**config.mk**
```make
export PLATFORM = sky130hd
export DESIGN_NAME = swcfg_serial_master
export DESIGN_NICKNAME = d
export VERILOG_FILES = /design/src/rtl/swcfg_pkg.sv /design/src/rtl/swcfg_tick.sv /design/src/rtl/swcfg_timer.sv /design/src/rtl/swcfg_frame.sv /design/src/rtl/swcfg_rdsel.sv /design/src/rtl/swcfg_serial_master.sv
export SDC_FILE = /design/constraint.sdc
export NUM_CORES = 1
export LEC_CHECK = 0
export ABC_AREA = 1
export BUFFER_PORTS_ARGS = -buffer_cell sky130_fd_sc_hd__clkbuf_2
export CAP_MARGIN = 0
export CORE_AREA = 2 2 136 138
export CTS_BUF_LIST = sky130_fd_sc_hd__clkbuf_4 sky130_fd_sc_hd__clkbuf_8
export DETAILED_ROUTE_END_ITERATION = 7
export DIE_AREA = 0 0 138 140
export SLEW_MARGIN = 25
export SYNTH_ARGS = -nofsm -noshare
export SYNTH_HDL_FRONTEND = slang
export SYNTH_SLANG_ARGS = --single-unit
```
**constraint.sdc**
```tcl
create_clock -name clk -period 3.2 [get_ports clk]
set_clock_uncertainty 0.05 [all_clocks]
set_input_delay 0.8 -clock clk [delete_from_list [all_inputs] [get_ports clk]]
set_output_delay 0.8 -clock clk [all_outputs]
set_load 0.02 [all_outputs]
```
**src/rtl/swcfg_pkg.sv**
```systemverilog
package swcfg_pkg;
  typedef enum logic [2:0] {
    SQ_IDLE,
    SQ_SETUP,
    SQ_LOW,
    SQ_HIGH,
    SQ_TAIL
  } seq_state_t;

  localparam int FRAME_W    = 46;
  localparam int RD_CMD_LEN = 46;
  localparam int WR_CMD_LEN = 27;
  localparam int RD_DATA_N  = 32;
  localparam int TAIL_CLKS  = 2;
  localparam int IDX_W      = 7;
endpackage

```
**src/rtl/swcfg_tick.sv**
```systemverilog
module swcfg_tick #(
  parameter int DIV = 50
) (
  input  logic clk,
  input  logic rst,
  input  logic clr,
  output logic tick
);
  localparam int CW = (DIV > 1) ? $clog2(DIV) : 1;
  localparam logic [CW-1:0] LAST = CW'(DIV - 1);

  logic [CW-1:0] cnt;

  assign tick = (cnt == LAST);

  always_ff @(posedge clk) begin
    if (rst || clr)  cnt <= '0;
    else if (tick)   cnt <= '0;
    else             cnt <= cnt + 1'b1;
  end
endmodule

```
**src/rtl/swcfg_timer.sv**
```systemverilog
module swcfg_timer #(
  parameter int DIV   = 50,
  parameter int UNITS = 3
) (
  input  logic clk,
  input  logic rst,
  input  logic start,
  output logic expired
);
  localparam int UW = (UNITS > 1) ? $clog2(UNITS) : 1;
  localparam logic [UW-1:0] ULAST = UW'(UNITS - 1);

  logic          tick;
  logic          run;
  logic [UW-1:0] ucnt;

  swcfg_tick #(.DIV(DIV)) u_tick (
    .clk  (clk),
    .rst  (rst),
    .clr  (start),
    .tick (tick)
  );

  always_ff @(posedge clk) begin
    if (rst) begin
      run     <= 1'b0;
      ucnt    <= '0;
      expired <= 1'b0;
    end else begin
      expired <= 1'b0;
      if (start) begin
        run  <= 1'b1;
        ucnt <= '0;
      end else if (run && tick) begin
        if (ucnt == ULAST) begin
          run     <= 1'b0;
          expired <= 1'b1;
        end else begin
          ucnt <= ucnt + 1'b1;
        end
      end
    end
  end
endmodule

```
**src/rtl/swcfg_frame.sv**
```systemverilog
module swcfg_frame
  import swcfg_pkg::*;
(
  input  logic               wr,
  input  logic               tbl,
  input  logic [7:0]         addr,
  input  logic [15:0]        wdata,
  output logic [FRAME_W-1:0] bits,
  output logic [IDX_W-1:0]   len
);
  always_comb begin
    if (wr) begin
      bits = {1'b1, 2'b01, addr, wdata, 19'd0};
      len  = IDX_W'(WR_CMD_LEN);
    end else begin
      bits = {32'hFFFF_FFFF, 2'b01, 2'b10, tbl, 2'b00, addr[6:0]};
      len  = IDX_W'(RD_CMD_LEN);
    end
  end
endmodule

```
**src/rtl/swcfg_rdsel.sv**
```systemverilog
module swcfg_rdsel (
  input  logic        tbl,
  input  logic        odd,
  input  logic [31:0] raw,
  output logic [31:0] result
);
  always_comb begin
    if (tbl)      result = raw;
    else if (odd) result = {16'h0000, raw[31:16]};
    else          result = {16'h0000, raw[15:0]};
  end
endmodule

```
**src/rtl/swcfg_serial_master.sv**
```systemverilog
module swcfg_serial_master
  import swcfg_pkg::*;
#(
  parameter int CLK_PER_US = 250,
  parameter int EDGE_US    = 3
) (
  input  logic        clk,
  input  logic        rst,
  input  logic        req_valid,
  input  logic        req_write,
  input  logic        req_table,
  input  logic [7:0]  req_addr,
  input  logic [15:0] req_wdata,
  output logic        busy,
  output logic        done,
  output logic [31:0] rd_data,
  output logic        cs_o,
  output logic        cs_oe,
  output logic        sk_o,
  output logic        sk_oe,
  output logic        dio_o,
  output logic        dio_oe,
  input  logic        dio_i
);
  localparam logic [IDX_W-1:0] DATA_N = IDX_W'(RD_DATA_N);
  localparam logic [IDX_W-1:0] TAIL_N = IDX_W'(TAIL_CLKS);

  seq_state_t         st;
  logic [FRAME_W-1:0] cmd_sr;
  logic [IDX_W-1:0]   cmd_len;
  logic [IDX_W-1:0]   tot_len;
  logic [IDX_W-1:0]   bit_idx;
  logic [IDX_W-1:0]   nxt_idx;
  logic [31:0]        rx_sr;
  logic [31:0]        rx_sel;
  logic               op_write;
  logic               op_table;
  logic               op_odd;
  logic               tstart;
  logic               tdone;
  logic               in_rx;
  logic [FRAME_W-1:0] f_bits;
  logic [IDX_W-1:0]   f_len;

  swcfg_frame u_frame (
    .wr    (req_write),
    .tbl   (req_table),
    .addr  (req_addr),
    .wdata (req_wdata),
    .bits  (f_bits),
    .len   (f_len)
  );

  swcfg_timer #(.DIV(CLK_PER_US), .UNITS(EDGE_US)) u_timer (
    .clk     (clk),
    .rst     (rst),
    .start   (tstart),
    .expired (tdone)
  );

  swcfg_rdsel u_rdsel (
    .tbl    (op_table),
    .odd    (op_odd),
    .raw    (rx_sr),
    .result (rx_sel)
  );

  assign tstart  = (st == SQ_IDLE) ? req_valid : tdone;
  assign nxt_idx = bit_idx + 1'b1;
  assign in_rx   = !op_write && (bit_idx >= cmd_len) && (bit_idx < cmd_len + DATA_N);

  always_ff @(posedge clk) begin
    if (rst) begin
      st       <= SQ_IDLE;
      cmd_sr   <= '0;
      cmd_len  <= '0;
      tot_len  <= '0;
      bit_idx  <= '0;
      rx_sr    <= '0;
      op_write <= 1'b0;
      op_table <= 1'b0;
      op_odd   <= 1'b0;
      busy     <= 1'b0;
      done     <= 1'b0;
      rd_data  <= '0;
      cs_o     <= 1'b0;
      cs_oe    <= 1'b0;
      sk_o     <= 1'b0;
      sk_oe    <= 1'b0;
      dio_o    <= 1'b0;
      dio_oe   <= 1'b0;
    end else begin
      done <= 1'b0;
      unique case (st)
        SQ_IDLE: begin
          if (req_valid) begin
            op_write <= req_write;
            op_table <= req_table;
            op_odd   <= req_addr[0];
            cmd_sr   <= f_bits;
            cmd_len  <= f_len;
            tot_len  <= f_len + (req_write ? '0 : DATA_N) + TAIL_N;
            bit_idx  <= '0;
            busy     <= 1'b1;
            cs_oe    <= 1'b1;
            sk_oe    <= 1'b1;
            dio_oe   <= 1'b1;
            cs_o     <= 1'b0;
            sk_o     <= 1'b0;
            dio_o    <= 1'b0;
            st       <= SQ_SETUP;
          end
        end
        SQ_SETUP: begin
          if (tdone) begin
            cs_o   <= op_write;
            dio_o  <= cmd_sr[FRAME_W-1];
            cmd_sr <= {cmd_sr[FRAME_W-2:0], 1'b0};
            st     <= SQ_LOW;
          end
        end
        SQ_LOW: begin
          if (tdone) begin
            sk_o <= 1'b1;
            if (in_rx) rx_sr <= {rx_sr[30:0], dio_i};
            st <= SQ_HIGH;
          end
        end
        SQ_HIGH: begin
          if (tdone) begin
            sk_o <= 1'b0;
            if (nxt_idx == tot_len) begin
              cs_o  <= 1'b0;
              dio_o <= 1'b0;
              st    <= SQ_TAIL;
            end else begin
              bit_idx <= nxt_idx;
              st      <= SQ_LOW;
              if (nxt_idx < cmd_len) begin
                cs_o   <= op_write;
                dio_o  <= cmd_sr[FRAME_W-1];
                cmd_sr <= {cmd_sr[FRAME_W-2:0], 1'b0};
              end else begin
                cs_o  <= 1'b0;
                dio_o <= 1'b0;
                if (!op_write && nxt_idx == cmd_len) dio_oe <= 1'b0;
              end
            end
          end
        end
        SQ_TAIL: begin
          if (tdone) begin
            cs_oe   <= 1'b0;
            sk_oe   <= 1'b0;
            dio_oe  <= 1'b0;
            busy    <= 1'b0;
            done    <= 1'b1;
            rd_data <= op_write ? rd_data : rx_sel;
            st      <= SQ_IDLE;
          end
        end
        default: st <= SQ_IDLE;
      endcase
    end
  end
endmodule

```
== Word-level counts from Yosys, hierarchy flattened ==
Index checks and enable logic that the tools add are counted.
Widths: inputs -> output; s select.

* Flip-flop bits (word level): 155
* Input bits: 30
* Output and inout bits: 40
* Word-level logic and storage cells: 129

* $add $sub $neg: 6
* Magnitude comparators: 3
* Eq/ne operators: 17
* Mux-type cells: 49
* Bitwise gates (word level): 4
* Reductions and logical operators: 30

{| class="wikitable"
|+ Operators with widths
! kind !! count
|-
| $mux 46 || 5
|-
| $pmux 46 s3 || 1
|-
| $mux 45 || 1
|-
| $mux 32 || 1
|-
| $mux 1 || 22
|-
| $mux 7 || 3
|-
| $mux 3 || 6
|-
| $mux 16 || 1
|-
| $pmux 3 s5 || 1
|-
| $eq 7x7->1 || 2
|-
| $lt 7x7->1 || 2
|-
| $pmux 7 s2 || 1
|-
| $mux 6 || 2
|-
| $pmux 1 s3 || 4
|-
| $reduce_and 4->1 || 3
|-
| $ne 2x2->1 const B || 5
|-
| $reduce_and 3->1 || 3
|-
| $reduce_bool 3->1 || 3
|-
| $add 8x1->8 const B || 1
|-
| $eq 8x8->1 const B || 1
|-
| $ne 2x1->1 const B || 4
|-
| $reduce_bool 2->1 || 4
|-
| $add 7x1->7 const B || 1
|-
| $add 7x2->7 const B || 1
|-
| other kinds (20) || 31
|}

== Longest topological paths before layout ==
* Depth after elaboration: 8
* Depth in mapped cells: 18
* Mapped depth without buffers: 16

== Modules after synthesis ==
From an unflattened synthesis, not the netlist that was laid out.

* Cells, all modules: 1,231
* Area, all modules: 8,152.8 um^2

{| class="wikitable"
|+ Modules (own cells, without submodules)
! module !! times used !! cells an instance !! area an instance (um^2) !! seq. area each (um^2)
|-
| swcfg_serial_master || 1 || 982 || 6,721.4 || 2,842.7
|-
| swcfg_frame || 1 || 84 || 462.9 || 0.0
|-
| swcfg_rdsel || 1 || 88 || 401.6 || 0.0
|-
| swcfg_tick || 1 || 53 || 390.4 || 160.2
|-
| swcfg_timer || 1 || 24 || 176.4 || 80.1
|}

== Worst setup path before layout ==
No wires, ideal clock.

* Kind: register to register
* Start: register bit_idx[0]
* End: register cmd_sr[11]
* Setup time: 0.113 ns
* Arrival time: 2.370 ns
* Path slack: 0.667 ns
* Cell stages (with the launch flop): 16
* Buffers on the path: 2
* Cells stage by stage: dfxtp_1 ha_1 nand3_1 nand2_1 nand2_1 inv_1 ha_1 a21o_1 a21oi_1 nand2_1 o21ai_4 nand3_2 buf_6 buf_2 nor2_1 nor2_1

* Word-level cells in the longest chain between the ends: 4

{| class="wikitable"
|+ RTL lines
! what !! line !! text
|-
| start: declaration || swcfg_serial_master.sv:32 || <nowiki>logic [IDX_W-1:0] bit_idx;</nowiki>
|-
| start signal: assignment || swcfg_serial_master.sv:137 || <nowiki>bit_idx <= nxt_idx;</nowiki>
|-
| $add 7x1->7 (*) || swcfg_serial_master.sv:69 || <nowiki>assign nxt_idx = bit_idx + 1'b1;</nowiki>
|-
| $lt 7x7->1 or $eq 7x7->1 (tied branches) || swcfg_serial_master.sv:139, swcfg_serial_master.sv:132 ||
|-
| $ne 2x2->1 (no line) || -- ||
|-
| $reduce_and 6->1 (no line) (*) || -- ||
|-
| end signal: assignment || swcfg_serial_master.sv:100 || <nowiki>cmd_sr <= f_bits;</nowiki>
|-
| end signal: assignment || swcfg_serial_master.sv:118 || <nowiki>cmd_sr <= {cmd_sr[FRAME_W-2:0], 1'b0};</nowiki>
|-
| end signal: assignment || swcfg_serial_master.sv:142 || <nowiki>cmd_sr <= {cmd_sr[FRAME_W-2:0], 1'b0};</nowiki>
|-
| end: declaration || swcfg_serial_master.sv:29 || <nowiki>logic [FRAME_W-1:0] cmd_sr;</nowiki>
|}

Every way passes the cells marked *; elsewhere a longest branch is shown, timed or not.
A chain may end at the register's enable or synchronous reset.

== Final worst setup path ==
* Start: register bit_idx[1]
* End: register cmd_sr[42]

The elaborated chain is that of the path after synthesis.

==> results.json <==
{
  "antenna_cells": 0,
  "path_clk_slew_ps": 100,
  "p_leak_nw": 3.59,
  "whs_ps": 419,
  "fin_crit_sh_pct": 85.4,
  "avgRoutedWirePerCell_um": 12.4,
  "timing.rr.end": "cmd_sr[42]$_SDFFE_PP0P_",
  "nets": 1123,
  "cts_tree": "yes",
  "htree_levels": 4,
  "hp-class": "flip-flop to flip-flop",
  "clkLatencyLatePin_ps": 460,
  "drive_above_1_share_pct": 12.5,
  "drv_slew": 0,
  "rows": 49,
  "netlist_area_sq_mm": 0.00699,
  "grt_overflow": 0,
  "r2r-start": "bit_idx[1]$_SDFFE_PP0P_",
  "post_cts_buffers": 0,
  "r2r_slack_ps": 470,
  "drc": 0,
  "finalHoldViolations": 0,
  "portBuffers": 69,
  "critPathRequiredTime_ps": 3510,
  "vias_per_cell": 4.83,
  "drt_first_pass_iters": 5,
  "status": "finished, final reports clean",
  "fin_total_pwr_mw": 6.17,
  "peakVddDrop_uv": 412,
  "setup_viol": 0,
  "yosysTopAreaCell": "dfxtp_1",
  "path_class": "flip-flop to flip-flop",
  "ctsResizeCount": 0,
  "grt_pass1_vias": 5750,
  "cts.sinks": 143,
  "wirelength_um": 16400,
  "grtUsageTotal_pct": 17.2,
  "synth_area_per_cell_sq_um": 6.78,
  "cts_root_buf": "clkbuf_8",
  "fin_crit_ps": 2730,
  "syn_inst": 1031,
  "worstSetupStartpointType": "flip-flop",
  "rsz0062_at_grt": "false",
  "die_x_um": 138,
  "postRouteAntennaNets": 0,
  "gp_congestion": 0.864,
  "maxCapViolCount": 0,
  "cp_max_fo": 35,
  "yosys_warnings": 0,
  "ys_types": 35,
  "pre_cts_ws_ps": 485,
  "worstHoldStart": "rd_data[26]$_SDFFE_PP0P_",
  "die_area_sq_mm": 0.0193,
  "io_pins": 70,
  "clock_path_buffers": 2,
  "drt_iter0_drc": 425,
  "antenna_found_initial": 0,
  "dpl.hpwl_um": 10600,
  "ys_top_cells_by_area": "dfxtp_1 (41%), nand2_1 (11%), nor2_1 (10%), inv_1 (6.5%), a21oi_1 (4.8%)",
  "core_sq_mm": 0.0178,
  "setup_slack_ps": 467,
  "post-place-cells": 1285,
  "initial_core_util_pct": 39.3,
  "cp-end-kind": "flip-flop",
  "synthesis.nets": 1079,
  "synth_seq_cells": 143,
  "worst_pin_slew_ps": 878,
  "hold_path_depth": 2,
  "grt_pass1_wl_um": 27800,
  "finalSetupTns_ps": 0,
  "powerDensity_mw_per_mm2": 780,
  "arrival_ps": 3040,
  "yosysSeqAreaShare_pct": 40.9,
  "hold_buffers": 0,
  "startpoint": "bit_idx[1]$_SDFFE_PP0P_",
  "syn2layout_area_growth_pct": 13.1,
  "rr_worst_depth": 14,
  "whs_endpoint": "rd_data[26]$_SDFFE_PP0P_",
  "yosys.area.top_type_share_pct": 40.9,
  "grt_max_degree": 65,
  "final_cell_count_no_fill": 1317,
  "maxSlewHeadroom_pct": 41.4,
  "max_freq_ghz": 0.366,
  "n_fill_cell": 1874,
  "dieHeight_um": 140,
  "via_count": 6364,
  "cts_buffers": 17
}
-- Yosys cell counts, drive strengths merged --
cell type	number
nand4	42
nand3b	17
o211ai	1
nor3	3
nor3b	1
dfxtp	143
a41oi	1
a21oi	67
o21bai	2
or2	4
nand3	39
xnor2	1
buf	20
a22oi	7
a31oi	1
clkbuf	41
o21ai	57
inv	128
xor2	3
a21o	3
o31ai	24
nand2	212
nor2	190
nor4	1
clkinv	3
a211oi	2
ha	18
-- kinds of logic (layout without fill, tap and decap cells) --
group	count (synthesis)	in the layout	synth area share (%)
compound gates	165	165	13.4
simple gates	509	509	30.9
xor+xnor	4	4	0.501
buf+inv	192	249	11.0
flops	143	143	40.9
fa+ha+maj	18	18	3.22
-- state kept, by name, summed over array words and instances (netlist names) --
| signal | cells |
|---|---|
| u_timer.ucnt | 2 |
| done | 1 |
| sk_oe | 1 |
| st | 3 |
| u_timer.u_tick.cnt | 8 |
| op_table | 1 |
| sk_o | 1 |
| u_timer.run | 1 |
| cmd_sr | 46 |
| cs_o | 1 |
| dio_o | 1 |
| rd_data | 32 |
| bit_idx | 7 |
| u_timer.expired | 1 |
| op_odd | 1 |
| tot_len | 1 |
| rx_sr | 32 |
| dio_oe | 1 |
| cmd_len | 2 |
-- layer usage --
metal  part of all wire [%]  wire [um]  GRT usage, %
met5                      0          0             0
met4                   0.90        148          4.94
met3                    4.5        730          4.31
met2                     44       7220          27.0
met1                     51       8290          23.6
-- through the flow --
stage / instance area, sq um / utilization (%)
6_report: 7910 / 44.5
5_1_grt: 7910 / 44.5
4_1_cts: 7910 / 44.5
3_5_place_dp: 7500 / 42.2
3_3_place_gp: 7500 / 42.2
2_1_floorplan: 6990 / -
-- critical path: stages (launching register included) --
cell     delay [ps]
dfxtp_1         430
ha_1            260
nand3_1         160
nand2_1         120
nand2_1          70
inv_1            70
ha_1            230
a21o_1          160
a21oi_1         110
nand2_1         120
o21ai_4         150
buf_4           380
nand4_1         150
nand2_1         100
nor2_1           40
-- cell usage in the layout, fill, tap and decap left out, types with 4 or more instances in the layout --
cell type / instances
nand2_1: 212
nor2_1: 187
dfxtp_1: 143
inv_1: 120
clkbuf_2: 69
a21oi_1: 67
o21ai_0: 56
nand4_1: 42
nand3_1: 37
o31ai_1: 24
ha_1: 18
nand3b_1: 17
clkbuf_8: 17
buf_4: 16
inv_2: 7
a22oi_1: 7
inv_8: 5
or2_2: 4
-- power by group --
part	switching, mW	total, mW	internal (mW)
sequential	0.154	2.23	2.08
clock	0.818	1.48	0.658
combinational	1.64	2.46	0.823
-- how the worst max path moves through the flow --
stage | to | slack, ps
detailed placement | cmd_sr[43]$_SDFFE_PP0P_ | 490
finish | cmd_sr[42]$_SDFFE_PP0P_ | 470
CTS | cmd_sr[42]$_SDFFE_PP0P_ | 460
global placement | cmd_sr[42]$_SDFFE_PP0P_ | 500
global route | cmd_sr[6]$_SDFFE_PP0P_ | 180
floorplan | cmd_sr[11]$_SDFFE_PP0P_ | 670
-- cell type report --
| cell class | instances | area, sq um | area share [%] |
|---|---|---|---|
| multi-input cells | 696 | 3370 | 42.6 |
| flip-flops and latches | 143 | 2860 | 36.2 |
| inverters | 131 | 495 | 6.26 |
| repair buffers | 86 | 485 | 6.14 |
| well taps | 229 | 287 | 3.62 |
| clock buffers | 17 | 234 | 2.96 |
| clock inverters | 15 | 174 | 2.20 |
Note: power is estimated with default switching activity, not from simulation.
